## src/rtl/rdsdec_pkg.sv

```systemverilog
// Shared constants, types and check-word arithmetic for the soft block decoder.
// Assumes the fixed block layout: 16 data bits above 10 check bits.
package rdsdec_pkg;

    localparam int BLK_W = 26;
    localparam int DAT_W = 16;
    localparam int CHK_W = BLK_W - DAT_W;
    localparam int N_KIND = 5;

    // Generator polynomial without its leading x^10 term.
    localparam logic [CHK_W-1:0] GEN_LOW = 10'h1B9;

    typedef enum logic [2:0] {
        KIND_A  = 3'd0,
        KIND_B  = 3'd1,
        KIND_C  = 3'd2,
        KIND_CP = 3'd3,
        KIND_D  = 3'd4
    } blk_kind_e;

    typedef enum logic [1:0] {
        ST_IDLE,
        ST_D0,
        ST_D1,
        ST_D2
    } dec_state_e;

    localparam logic [N_KIND*CHK_W-1:0] OFFSET_TABLE = {
        10'h1B4, 10'h350, 10'h168, 10'h198, 10'h0FC
    };

    // Remainder of data * x^10 divided by the generator polynomial.
    function automatic logic [CHK_W-1:0] check_bits(input logic [DAT_W-1:0] d);
        logic [CHK_W-1:0] r;
        logic fb;
        r = '0;
        for (int i = DAT_W - 1; i >= 0; i--) begin
            fb = d[i] ^ r[CHK_W-1];
            r  = {r[CHK_W-2:0], 1'b0};
            if (fb) r = r ^ GEN_LOW;
        end
        return r;
    endfunction

endpackage

```

## src/rtl/rdsdec_syndrome.sv

```systemverilog
// Combinational validity test of one 26-bit trial word.
// Reports whether the syndrome matches one of the offset words and which one.
module rdsdec_syndrome
    import rdsdec_pkg::*;
(
    input  logic [BLK_W-1:0] trial,
    output logic             hit,
    output blk_kind_e        kind,
    output logic [DAT_W-1:0] data
);

    logic [CHK_W-1:0] syn;

    assign data = trial[BLK_W-1:CHK_W];
    assign syn  = trial[CHK_W-1:0] ^ check_bits(trial[BLK_W-1:CHK_W]);

    // Match the syndrome against every offset word.
    always_comb begin
        hit  = 1'b0;
        kind = KIND_A;
        for (int n = 0; n < N_KIND; n++) begin
            if (!hit && syn == OFFSET_TABLE[n*CHK_W +: CHK_W]) begin
                hit  = 1'b1;
                kind = blk_kind_e'(n);
            end
        end
    end

endmodule

```

## src/rtl/rdsdec_idx_walk.sv

```systemverilog
// Index walker: counts single indices 0..N-1 or unordered pairs (a<b) in
// lexicographic order. Assumes the caller steps only in the matching mode.
module rdsdec_idx_walk #(
    parameter int N = 26,
    localparam int IW = $clog2(N)
) (
    input  logic          clk,
    input  logic          rst_n,
    input  logic          clr_single,
    input  logic          clr_pair,
    input  logic          step_single,
    input  logic          step_pair,
    output logic [IW-1:0] idx_a,
    output logic [IW-1:0] idx_b,
    output logic          last_single,
    output logic          last_pair
);

    localparam logic [IW-1:0] LAST = IW'(N - 1);

    // Advance the single index or the pair of indices.
    always_ff @(posedge clk) begin
        if (!rst_n) begin
            idx_a <= '0;
            idx_b <= IW'(1);
        end else if (clr_single) begin
            idx_a <= '0;
        end else if (clr_pair) begin
            idx_a <= '0;
            idx_b <= IW'(1);
        end else if (step_single) begin
            idx_a <= idx_a + IW'(1);
        end else if (step_pair) begin
            if (idx_b == LAST) begin
                idx_a <= idx_a + IW'(1);
                idx_b <= idx_a + IW'(2);
            end else begin
                idx_b <= idx_b + IW'(1);
            end
        end
    end

    assign last_single = (idx_a == LAST);
    assign last_pair   = (idx_a == LAST - IW'(1)) && (idx_b == LAST);

endmodule

```

## src/rtl/rds_soft_block_dec.sv

```systemverilog
// Soft-decision decoder for one 26-bit block. The search runs in three stages:
// distance 0, then the 26 single flips, then the 325 pairs, testing one trial
// per cycle. The cheapest valid trial wins and ties keep the earliest trial.
// Assumes the inputs stay stable only in the start cycle, because they are latched there.
module rds_soft_block_dec
    import rdsdec_pkg::*;
#(
    parameter int CONF_W = 8,
    localparam int COST_W = CONF_W + 1,
    localparam int IW = $clog2(BLK_W)
) (
    input  logic                    clk,
    input  logic                    rst_n,
    input  logic                    start,
    input  logic [BLK_W-1:0]        word_in,
    input  logic [BLK_W*CONF_W-1:0] conf_in,
    output logic                    busy,
    output logic                    done,
    output logic                    ok,
    output logic [DAT_W-1:0]        data_out,
    output logic [2:0]              kind_out,
    output logic [COST_W-1:0]       cost_out
);

    localparam logic [COST_W-1:0] COST_NONE = '1;
    localparam logic [BLK_W-1:0]  ONE_HOT0  = BLK_W'(1);

    dec_state_e        state;
    logic [BLK_W-1:0]  word_q;
    logic [CONF_W-1:0] conf_q [BLK_W];
    logic              best_found;
    logic [COST_W-1:0] best_cost;
    logic [DAT_W-1:0]  best_data;
    blk_kind_e         best_kind;

    logic [IW-1:0]     idx_a, idx_b;
    logic              last_single, last_pair;
    logic [BLK_W-1:0]  trial;
    logic [COST_W-1:0] trial_cost;
    logic              syn_hit;
    blk_kind_e         syn_kind;
    logic [DAT_W-1:0]  syn_data;
    logic              prune, take;
    logic              nxt_found;
    logic [COST_W-1:0] nxt_cost;
    logic [DAT_W-1:0]  nxt_data;
    blk_kind_e         nxt_kind;

    rdsdec_idx_walk #(.N(BLK_W)) u_walk (
        .clk         (clk),
        .rst_n       (rst_n),
        .clr_single  (state == ST_IDLE),
        .clr_pair    (state == ST_D1 && last_single),
        .step_single (state == ST_D1 && !last_single),
        .step_pair   (state == ST_D2),
        .idx_a       (idx_a),
        .idx_b       (idx_b),
        .last_single (last_single),
        .last_pair   (last_pair)
    );

    rdsdec_syndrome u_syn (
        .trial (trial),
        .hit   (syn_hit),
        .kind  (syn_kind),
        .data  (syn_data)
    );

    // Form the trial word and its flip cost for the current stage.
    always_comb begin
        trial      = word_q;
        trial_cost = '0;
        case (state)
            ST_D1: begin
                trial      = word_q ^ (ONE_HOT0 << (BLK_W - 1 - int'(idx_a)));
                trial_cost = COST_W'(conf_q[idx_a]);
            end
            ST_D2: begin
                trial      = word_q ^ (ONE_HOT0 << (BLK_W - 1 - int'(idx_a)))
                                    ^ (ONE_HOT0 << (BLK_W - 1 - int'(idx_b)));
                trial_cost = COST_W'(conf_q[idx_a]) + COST_W'(conf_q[idx_b]);
            end
            default: ;
        endcase
    end

    // Decide whether this trial replaces the best one; strict less-than keeps the earliest on a tie.
    always_comb begin
        prune     = (state == ST_D2) && best_found && (trial_cost >= best_cost);
        take      = (state == ST_D1 || state == ST_D2) && syn_hit && !prune
                    && (!best_found || trial_cost < best_cost);
        nxt_found = best_found | take;
        nxt_cost  = take ? trial_cost : best_cost;
        nxt_data  = take ? syn_data   : best_data;
        nxt_kind  = take ? syn_kind   : best_kind;
    end

    // Sequence the search stages and publish the result.
    always_ff @(posedge clk) begin
        if (!rst_n) begin
            state      <= ST_IDLE;
            word_q     <= '0;
            for (int k = 0; k < BLK_W; k++) conf_q[k] <= '0;
            best_found <= 1'b0;
            best_cost  <= COST_NONE;
            best_data  <= '0;
            best_kind  <= KIND_A;
            busy       <= 1'b0;
            done       <= 1'b0;
            ok         <= 1'b0;
            data_out   <= '0;
            kind_out   <= '0;
            cost_out   <= COST_NONE;
        end else begin
            done       <= 1'b0;
            best_found <= nxt_found;
            best_cost  <= nxt_cost;
            best_data  <= nxt_data;
            best_kind  <= nxt_kind;
            case (state)
                ST_IDLE: begin
                    if (start) begin
                        word_q <= word_in;
                        for (int k = 0; k < BLK_W; k++)
                            conf_q[k] <= conf_in[k*CONF_W +: CONF_W];
                        best_found <= 1'b0;
                        best_cost  <= COST_NONE;
                        busy       <= 1'b1;
                        state      <= ST_D0;
                    end
                end
                ST_D0: begin
                    if (syn_hit) begin
                        state    <= ST_IDLE;
                        busy     <= 1'b0;
                        done     <= 1'b1;
                        ok       <= 1'b1;
                        data_out <= syn_data;
                        kind_out <= syn_kind;
                        cost_out <= '0;
                    end else begin
                        state <= ST_D1;
                    end
                end
                ST_D1: begin
                    if (last_single) begin
                        if (nxt_found) begin
                            state    <= ST_IDLE;
                            busy     <= 1'b0;
                            done     <= 1'b1;
                            ok       <= 1'b1;
                            data_out <= nxt_data;
                            kind_out <= nxt_kind;
                            cost_out <= nxt_cost;
                        end else begin
                            state <= ST_D2;
                        end
                    end
                end
                ST_D2: begin
                    if (last_pair) begin
                        state    <= ST_IDLE;
                        busy     <= 1'b0;
                        done     <= 1'b1;
                        ok       <= nxt_found;
                        data_out <= nxt_found ? nxt_data : '0;
                        kind_out <= nxt_found ? nxt_kind : 3'd0;
                        cost_out <= nxt_found ? nxt_cost : COST_NONE;
                    end
                end
                default: state <= ST_IDLE;
            endcase
        end
    end

endmodule

```

## config.mk

```make
export PLATFORM = sky130hd
export DESIGN_NAME = rds_soft_block_dec
export DESIGN_NICKNAME = d
export VERILOG_FILES = /design/src/rtl/rdsdec_pkg.sv /design/src/rtl/rdsdec_syndrome.sv /design/src/rtl/rdsdec_idx_walk.sv /design/src/rtl/rds_soft_block_dec.sv
export SDC_FILE = /design/constraint.sdc
export NUM_CORES = 1
export LEC_CHECK = 0
export BUFFER_PORTS_ARGS = -buffer_cell sky130_fd_sc_hd__clkbuf_2
export CORE_ASPECT_RATIO = 1.2
export CORE_MARGIN = 2
export CORE_UTILIZATION = 47
export DETAILED_ROUTE_END_ITERATION = 7
export PLACE_DENSITY = 0.78
export SLEW_MARGIN = 30
export SYNTH_ARGS = -nofsm -noshare
export SYNTH_HDL_FRONTEND = slang
export SYNTH_SLANG_ARGS = --single-unit
```

## constraint.sdc

```tcl
create_clock -name clk -period 8.2 [get_ports clk]
set_input_delay 1.23 -clock clk [delete_from_list [all_inputs] [get_ports clk]]
set_output_delay 1.23 -clock clk [all_outputs]
set_load 0.02 [all_outputs]
```

# Word-level counts from Yosys, hierarchy flattened
# Memories as Yosys holds them, arrays and structs flattened. A register that Yosys moved wholly into a read port is not among the register bits.
# Cells that the tools add are included.
[totals]
reg_bits = 98
ram_bits = 208
inputBits = 237
out_inout_bits = 31
wordCells = 253
n_memories = 1
[memory_table]
columns = ["name", "words", "width", "read_ports", "rd_clocked_by_memory_dff", "wr", "line_no", "source"]
rows = [
  ["conf_q", 26, 8, 2, 2, 26, "rds_soft_block_dec.sv:30", "logic [CONF_W-1:0] conf_q [BLK_W];"],
]
[op_classes]
n_addsub = 6
n_lt_le_gt_ge = 2
n_eq_ne = 17
n_shift = 2
muxes = 116
bitwise_logic = 62
reduce_logical = 33
[op_table]
columns = ["cell", "n"]
rows = [
  ["$mux 9", 24],
  ["$mux 8", 26],
  ["$mux 16", 6],
  ["$not 6->6", 15],
  ["$shl 1x32->26 const A", 2],
  ["$mux 5", 11],
  ["$pmux 26 s2", 1],
  ["$xor 26x26->26", 2],
  ["$pmux 16 s3", 1],
  ["$eq 10x9->1 const B", 3],
  ["$or 1x1->1", 27],
  ["$pmux 9 s3", 1],
  ["$mux 1", 26],
  ["$mux 3", 7],
  ["$pmux 9 s2", 1],
  ["$eq 5x5->1 const B", 3],
  ["$mux 2", 7],
  ["$xor 1x1->1", 14],
  ["$logic_and 1x1->1", 12],
  ["$sub 5x5->6 const A", 2],
  ["$add 5x1->5 const B", 2],
  ["$eq 10x10->1 const B", 1],
  ["$eq 10x8->1 const B", 1],
  ["$ne 2x2->1 const B", 5],
  ["other kinds (23)", 38],
]

# Logic depth before layout (Yosys ltp)
# Gate-level depths: netlist of run 1.
[logic_depth]
word_depth = 58
depth_mapped = 30
mapped_depth_nobuf = 27

# Hierarchy
# A second synthesis of run 1 with hierarchy kept.
[unflattened]
cells_unflattened = 1637
area_unflattened_um2 = 18387.6
[modules_own_cells]
columns = ["module", "instances", "cells_per_inst", "area_each_um2", "seq_area_each_um2"]
rows = [
  ["rds_soft_block_dec", 1, 1440, 16520.8, 8007.7],
  ["rdsdec_syndrome", 1, 120, 1208.7, 0.0],
  ["rdsdec_idx_walk", 1, 77, 658.1, 200.2],
]

# Worst setup path before layout of run 1
# Ideal clock, no wire load.
[synth_timing]
path_kind = "input to register"
from = "input rst_n"
to = "memory conf_q[0][0] (enable)"
setup_time_ns = 0.559
t_arrival_ns = 5.719
t_required_ns = 7.641
setup_slack_ns = 1.922
stages = 4
n_path_buf = 1
cell_sequence = "inv_2 a21oi_1 clkbuf_1 inv_1"
[synth_lines]
columns = ["item", "line_no", "source"]
rows = [
  ["start: declaration", "rds_soft_block_dec.sv:13", "input logic rst_n,"],
  ["end: declaration", "rds_soft_block_dec.sv:30", ""],
]

# Worst setup path after layout of run 1
[layout_timing]
from = "register u_walk.idx_a[1]"
to = "register data_out[7]"
[layout_via]
elab_chain_cells = 52
word_cells_on_any_way = 89
classes_between = "1 x add/sub; 11 x eq/ne; 1 x shift; 29 x mux; 34 x bitwise; 13 x reduce/logical"
[layout_rtl]
columns = ["item", "line_no", "source"]
rows = [
  ["start: declaration", "rdsdec_idx_walk.sv:13", "output logic [IW-1:0] idx_a,"],
  ["start signal: assignment", "rdsdec_idx_walk.sv:32", "idx_a <= idx_a + IW'(1);"],
  ["start signal: assignment", "rdsdec_idx_walk.sv:35", "idx_a <= idx_a + IW'(1);"],
  ["$sub 5x5->6", "rds_soft_block_dec.sv:75, rds_soft_block_dec.sv:79", ""],
  ["$shl 1x32->26", "rds_soft_block_dec.sv:75, rds_soft_block_dec.sv:79", ""],
  ["$xor 26x26->26", "rds_soft_block_dec.sv:75, rds_soft_block_dec.sv:79", ""],
  ["$xor 26x26->26", "rds_soft_block_dec.sv:80", "^ (ONE_HOT0 << (BLK_W - 1 - int'(idx_b)));"],
  ["$pmux 26 s2", "rds_soft_block_dec.sv:73", "case (state)"],
  ["$mux 9", "rdsdec_pkg.sv:40", "if (fb) r = r ^ GEN_LOW;"],
  ["$not 6->6 (no source line) / $mux 9 (equally long branches)", "--", ""],
  ["$mux 9", "rdsdec_pkg.sv:40", ""],
  ["[35 not listed]", "--", ""],
  ["$logic_and 1x1->1", "rdsdec_syndrome.sv:22", "if (!hit && syn == OFFSET_TABLE[n*CHK_W +: CHK_W]) begin"],
  ["$mux 1", "rdsdec_syndrome.sv:22", ""],
  ["$logic_and 1x1->1 (2 in a row)", "rds_soft_block_dec.sv:90", "take = (state == ST_D1 || state == ST_D2) && syn_hit && !prune"],
  ["$logic_and 1x1->1", "rds_soft_block_dec.sv:91", "&& (!best_found || trial_cost < best_cost);"],
  ["$mux 16 / $or 1x1->1 (equally long branches)", "rds_soft_block_dec.sv:94, rds_soft_block_dec.sv:92", ""],
  ["$mux 16, on equally long branches", "rds_soft_block_dec.sv:166, rds_soft_block_dec.sv:147", ""],
  ["$mux 16, on equally long branches", "rds_soft_block_dec.sv:161, rds_soft_block_dec.sv:146", ""],
  ["$pmux 16 s3", "rds_soft_block_dec.sv:120", "case (state)"],
  ["end signal: assignment", "rds_soft_block_dec.sv:138", "data_out <= syn_data;"],
  ["end signal: assignment", "rds_soft_block_dec.sv:152", "data_out <= nxt_data;"],
  ["end signal: assignment", "rds_soft_block_dec.sv:166", "data_out <= nxt_found ? nxt_data : '0;"],
  ["end: declaration", "rds_soft_block_dec.sv:20", "output logic [DAT_W-1:0] data_out,"],
]
# Several ways; a longest one is shown, not always the timed one. The select of a mux whose other input is x is not followed.
# A chain may end at the register's enable or synchronous reset.

==> out/metrics.cfg, run 1 <==
[status]
status=finished clean

[power]
clock_power_share_pct=26.1
total_power_mw=5.642
switching_share_pct=33.77
internal_power_mw=3.737
leakage_nw=8.589
p_switching_mw=1.905
seq_power_share_pct=36.5
peakVddDrop_uv=245.0
power_frac_comb_pct=37.3
power.density_nw_per_um2=261.1

[placement]
place.gp.congestion=0.9187
dp_hpwl_mm=37.23
io_buffer_count=267
dp.cells=2265
placed_area_um2=20540

[critical_path]
crit_path_max_fanout=21
crit_buf_inv=2
endpoint_kind=register
slowest_delay_ps=750
required_ps=8640
slowest_stage=dfxtp_1
worstPathCellList=inv_1, ha_1, or3b_4, or3_4, a21o_1, mux2i_1, xnor2_2, xnor2_4, xnor3_2, xor2_2, xnor3_2, xnor2_1, nor2_1, o211ai_4, nand2_2, o2111ai_4, or2_1, inv_1, a22o_1
critPathLaunchType=register
critPathKind=register to register
critPathTopFamily=XOR/XNOR gates
arrival_ps=7370

[global_route]
grt_max_degree=145
grt_pass1_vias=13686
grt.overflow.total=0
grt.total_usage_pct=24.45
grt_pass1_wl_mm=78.59
antenna_found_initial=0

[finish]
drive_above_1_share_pct=28.87
final.fill_count=3342
final_common_cell=clkbuf_2
layout_common_cells=clkbuf_2 (268), and2_1 (216), edfxtp_1 (208)
synthToLayoutAreaGrowth_pct=14.62
fin_nets=2031
fin_util_pct=54.52
diodes=0
postLayoutCellArea_um2=21610
final_cells=2327

[floorplanning]
die_area_um2=41740
die_h_um=223.4
start_util_pct=47.57
ioPinCount=268
rows=80
fp.dieW_um=186.8
fp.coreArea_um2=39640

[clocking]
cts.path.max_buffers=3
clkSinkCount=316
postCtsSetupRepairBufs=0
tritoncts=done
cts_hold_buf=0
cts_resized=0
htree_levels=2
numCtsBuffers=34
clk_pin_slew_ps=70
root_buffer=clkbuf_16
insertion_delay_ps=560

[synth]
yosys_warnings=0
syn-num-nets=1823
synth_area_leaders=edfxtp_1 (33%), mux4_2 (13%), dfxtp_1 (11%)
syn-cell-area_um2=18860
netlist_instances=1561
synth-seq-cells=316
async_reset_ff_share_pct=0
yosysTopAreaCell=edfxtp_1
synth_cell_type_count=92
ys_seq_area_share_pct=44.59
syn_avg_cell_area_um2=12.08
synth_edf_count=208
synth.top_cell.area_share_pct=33.13
ys.flop_type=edfxtp_1

[job]
cap_violations=0

[drt]
wl_per_cell_um=21.79
dr.pass1.iters=7
ant_nets=0
wl_mm=50.72
drc_errors=0
viasPerCell=5.778
vias=13445
drt_first_iter_violations=1021

[timing]
setup_viol=0
clock.fmax_mhz=144.4
worst_pin_slew_ps=963.7
final.setup_skew_ps=13.64
rsz0062_at_grt=false
relSlewSlack_pct=35.68
finalCritPeriodShare_pct=84.46
period_needed_ps=6926
drv_slew=0
hold_viol_final=0
tns_ps=0

[min_path]
min_path_type=register to register

==> synthesized netlist by cell type (6+ instances only) <==
library cell  instances
a211oi_1             29
a21o_1                6
a21oi_1              63
a22o_1               32
and2_1              216
and3_1                8
buf_1                19
buf_2                10
clkbuf_1             74
dfxtp_1             108
edfxtp_1            208
ha_1                 24
inv_1                36
mux2_2               18
mux2i_1              27
mux4_2              112
nand2_1              91
nand2b_1             13
nand3_1              30
nor2_1               64
nor2b_1              24
nor3_1               18
nor4_1                9
o211a_1               7
o211ai_1             16
o21ai_0              44
o2bb2ai_1             6
o311ai_0             10
or3_1                10
xnor2_1              45
xnor2_2              11
xnor3_1              18
xor2_1               24
xor3_1                6
==> worst min-delay path, delay by kind of cell, from the launching register on <==
kind / cells / cell delay (ps)
flip-flops: 1 / 310
AO/OA/AOI/OAI: 1 / 50
AND/OR/NAND/NOR: 1 / 50
==> per-layer routing <==
metal  wire length, um  share of wire [%]  track usage, %  vias to the layer above
met1             19950                 39           30.18                     6502
met2             25590                 50           42.80                      596
met4              1829                3.6           9.421                        0
met5                 0                  0               0                        -
li1                  -                  -               -                     6251
met3              3345                6.6           4.294                       96
==> through the flow <==
stage	worst slack, ps	hold WS (ps)
CTS	1224	454.1
global route	809.3	478.9
finish	1274	454.2
detailed placement	1279	447.4
floorplan	1922	432.0
global placement	1389	439.2
==> worst paths after layout <==
check                               startpoint                        to  slack [ps]  depth (start not counted)
setup / recovery  u_walk.idx_a[1]$_SDFFE_PP0P_  data_out[7]$_SDFFE_PN0P_        1270                         19
hold / removal         best_kind[0]$_SDFF_PN0_   best_kind[0]$_SDFF_PN0_         450                          2
setup reg to reg  u_walk.idx_a[1]$_SDFFE_PP0P_  data_out[7]$_SDFFE_PN0P_        1270                         19
hold reg to reg        best_kind[0]$_SDFF_PN0_   best_kind[0]$_SDFF_PN0_         450                          2
==> state kept, by name (all words and copies together), names as in the netlist, named ones only <==
| signal | count |
|---|---|
| busy | 1 |
| kind_out | 3 |
| best_found | 1 |
| data_out | 16 |
| state | 2 |
| best_kind | 3 |
| ok | 1 |
| best_cost | 9 |
| best_data | 16 |
| u_walk.idx_a | 5 |
| conf_q | 208 |
| u_walk.idx_b | 5 |
| word_q | 26 |
| cost_out | 9 |
| done | 1 |
==> power groups by stage <==
stage | Combinational, mW | Clock, mW | Sequential, mW
6_report | 2.11 | 1.47 | 2.06
5_1_grt | 2.27 | 1.55 | 2.08
4_1_cts | 2.08 | 1.50 | 2.06
3_5_place_dp | 2.07 | 0 | 2.09
3_3_place_gp | 2.02 | 0 | 2.07
2_1_floorplan | 1.67 | 0 | 2.03
==> logic make-up (layout without fill, tap and decap cells) <==
family / Yosys count / after routing / synth area share (%)
AO/OA/AOI/OAI: 271 / 271 / 10.46
XOR/XNOR: 116 / 116 / 8.474
adder cells (fa/ha/maj): 25 / 25 / 1.699
buffers and inverters: 148 / 381 / 3.258
flip-flops: 316 / 316 / 44.59
multiplexers: 158 / 158 / 15.97
AND/OR/NAND/NOR: 527 / 527 / 15.55
==> cell type report <==
cell class              instances  area, um2  area share (%)
inverters                      37      146.4          0.6774
clock inverters                17      151.4          0.7005
repair buffers                283       1484           6.866
well taps                     533      666.9           3.086
flip-flops and latches        316       8418           38.95
multi-input cells            1097       9856           45.60
clock buffers                  44      889.6           4.116
Power figures use the tool's default switching activity.
==> run 2: changes to the inputs <==
- PLACE_DENSITY: 0.78 -> 0.8
- clock period: 8.2 -> 6.16 ns (I/O delays scaled with it)
==> run 2 against run 1 <==
Against the previous run:
- first-iteration DRC count grew 20%
- die area is the same
- core utilization grew 1.8 points
- clock skew grew 6.8 ps
- final cell count grew 3.0%
- sequential power grew 33%
- critical endpoint is now data_out[12]$_SDFFE_PN0P_
- largest cell class unchanged
- highest routed layer unchanged
==> out/metrics.cfg, run 2 (synthesis results as in run 1) <==
[floorplanning]
rows=80
fp.coreArea_um2=39640
die_area_um2=41740
fp.dieW_um=186.8
ioPinCount=268
start_util_pct=47.57
die_h_um=223.4

[clocking]
clk_pin_slew_ps=70
root_buffer=clkbuf_16
cts.path.max_buffers=3
numCtsBuffers=31
tritoncts=done
htree_levels=1
cts_hold_buf=0
clkSinkCount=316
insertion_delay_ps=590

[timing]
clock.fmax_mhz=172.6
rsz0062_at_grt=false
final.setup_skew_ps=20.47
hold_viol_final=0
finalCritPeriodShare_pct=94.05
hold_ws_ps=458.0
worst_pin_slew_ps=843.6
tns_ps=0
drv_slew=0
setup_ws_ps=366.7
period_needed_ps=5793
setup_viol=0
relSlewSlack_pct=43.76

[drt]
viasPerCell=5.850
ant_nets=0
drt_first_iter_violations=1227
vias=14017
wl_per_cell_um=22.13
drc_errors=0
wl_mm=53.01
dr.pass1.iters=5

[finish]
fin_nets=2101
diodes=0
synthToLayoutAreaGrowth_pct=18.45
final_cells=2396
fin_util_pct=56.34
reg_top3=conf_q: 208 flops, word_q: 26 flops
seqCellArea_um2=8418
final_common_cell=clkbuf_2
layout_common_cells=clkbuf_2 (267), and2_1 (216), edfxtp_1 (208)
largest_reg_flops=208
multi_input_area_um2=9892
regMostFlops=conf_q
drive_above_1_share_pct=32.26
final.fill_count=3265

[global_route]
grt_max_degree=114
antenna_found_initial=0
grt_pass1_vias=14399
grt.total_usage_pct=25.39
grt.overflow.total=0
grt_pass1_wl_mm=81.56

[critical_path]
rr_worst_depth=20
worstSetupEndpoint=data_out[12]$_SDFFE_PN0P_
critical_path.startpoint=u_walk.idx_b[2]$_SDFFE_PN0P_
r2r-end=data_out[12]$_SDFFE_PN0P_
r2r_start=u_walk.idx_b[2]$_SDFFE_PN0P_
required_ps=6660
critPathKind=register to register
crit_path_max_fanout=9
arrival_ps=6290
endpoint_kind=register
rrSetupSlack_ps=370
critPathLaunchType=register

[placement]
dp_slack_ps=241.8
dp.cells=2338
dp_hpwl_mm=40.93
io_buffer_count=267
place.gp.congestion=0.9119

[power]
power_frac_comb_pct=39.5
seq_power_share_pct=34.3
peakVddDrop_uv=371.2
internal_power_mw=5.392
clock_power_share_pct=26.2
power.density_nw_per_um2=356.6
switching_share_pct=32.30
p_switching_mw=2.573
leakage_nw=9.022

[job]
cap_violations=0

[status]
status=finished clean

[min_path]
min_path_type=register to register

[run 2: through the flow]
step / cell area (um2) / total power, mW
final: 22330 / 7.965
after detailed placement: 21130 / 5.820
after floorplan: 18860 / 4.913
after global routing: 22330 / 8.319
after CTS: 22260 / 7.910
after global placement: 21080 / 5.739
[run 2: critical path, cell delays in order, from the launching register on]
cell and delay, ps:
dfxtp_1 480, inv_1 100, ha_1 460, nand2_1 110
or3_1 430, a211o_1 300, a21oi_1 360, xnor2_1 250
xor3_1 430, xnor3_2 290, xor2_2 190, buf_4 140
xor2_1 390, nand3_1 200, a2bb2o_2 300, a21o_1 200
nand3_2 110, o2111ai_4 170, or2_1 310, buf_4 200
o32ai_1 270
[run 2: final cells by class]
type	count	share of cell area, %
Clock inverter	18	1.120
Timing Repair Buffer	356	9.339
Clock buffer	39	3.933
Tap cell	533	2.986
Sequential cell	316	37.69
Inverter	37	0.6387
Multi-Input combinational cell	1097	44.29
[run 2: power by group through the flow]
stage          Combinational (mW)  Sequential (mW)  Clock (mW)
2_1_floorplan                2.22             2.69           0
3_3_place_gp                 2.99             2.75           0
3_5_place_dp                 3.05             2.77           0
4_1_cts                      3.07             2.73        2.11
5_1_grt                      3.37             2.76        2.19
6_report                     3.15             2.74        2.08
[run 2: per-layer routing]
metal / GRT usage (%) / vias up / routed length (um) / share of wire (%)
li1: - / 6388 / - / -
met1: 29.73 / 6786 / 19300 / 36
met2: 45.27 / 696 / 27010 / 51
met3: 3.508 / 147 / 3648 / 6.9
met4: 13.47 / 0 / 3045 / 5.7
met5: 0 / - / 0 / 0
[run 2: how the worst min path moves through the flow]
| stage | startpoint | end | slack (ps) | depth (start not counted) |
|---|---|---|---|---|
| final | kind_out[2]$_SDFFE_PN0P_ | kind_out[2]$_SDFFE_PN0P_ | 460 | 2 |
| after global routing | kind_out[2]$_SDFFE_PN0P_ | kind_out[2]$_SDFFE_PN0P_ | 480 | 2 |
| after CTS | kind_out[2]$_SDFFE_PN0P_ | kind_out[2]$_SDFFE_PN0P_ | 470 | 2 |
| after detailed placement | kind_out[2]$_SDFFE_PN0P_ | kind_out[2]$_SDFFE_PN0P_ | 460 | 2 |
| after global placement | kind_out[0]$_SDFFE_PN0P_ | kind_out[0]$_SDFFE_PN0P_ | 450 | 2 |
| after floorplan | best_data[10]$_SDFF_PN0_ | best_data[10]$_SDFF_PN0_ | 430 | 2 |
[run 2: repair_timing]
action,CTS,global route
endpoints found under the setup margin,0,16
buffers inserted,0,0
resized for setup,0,8
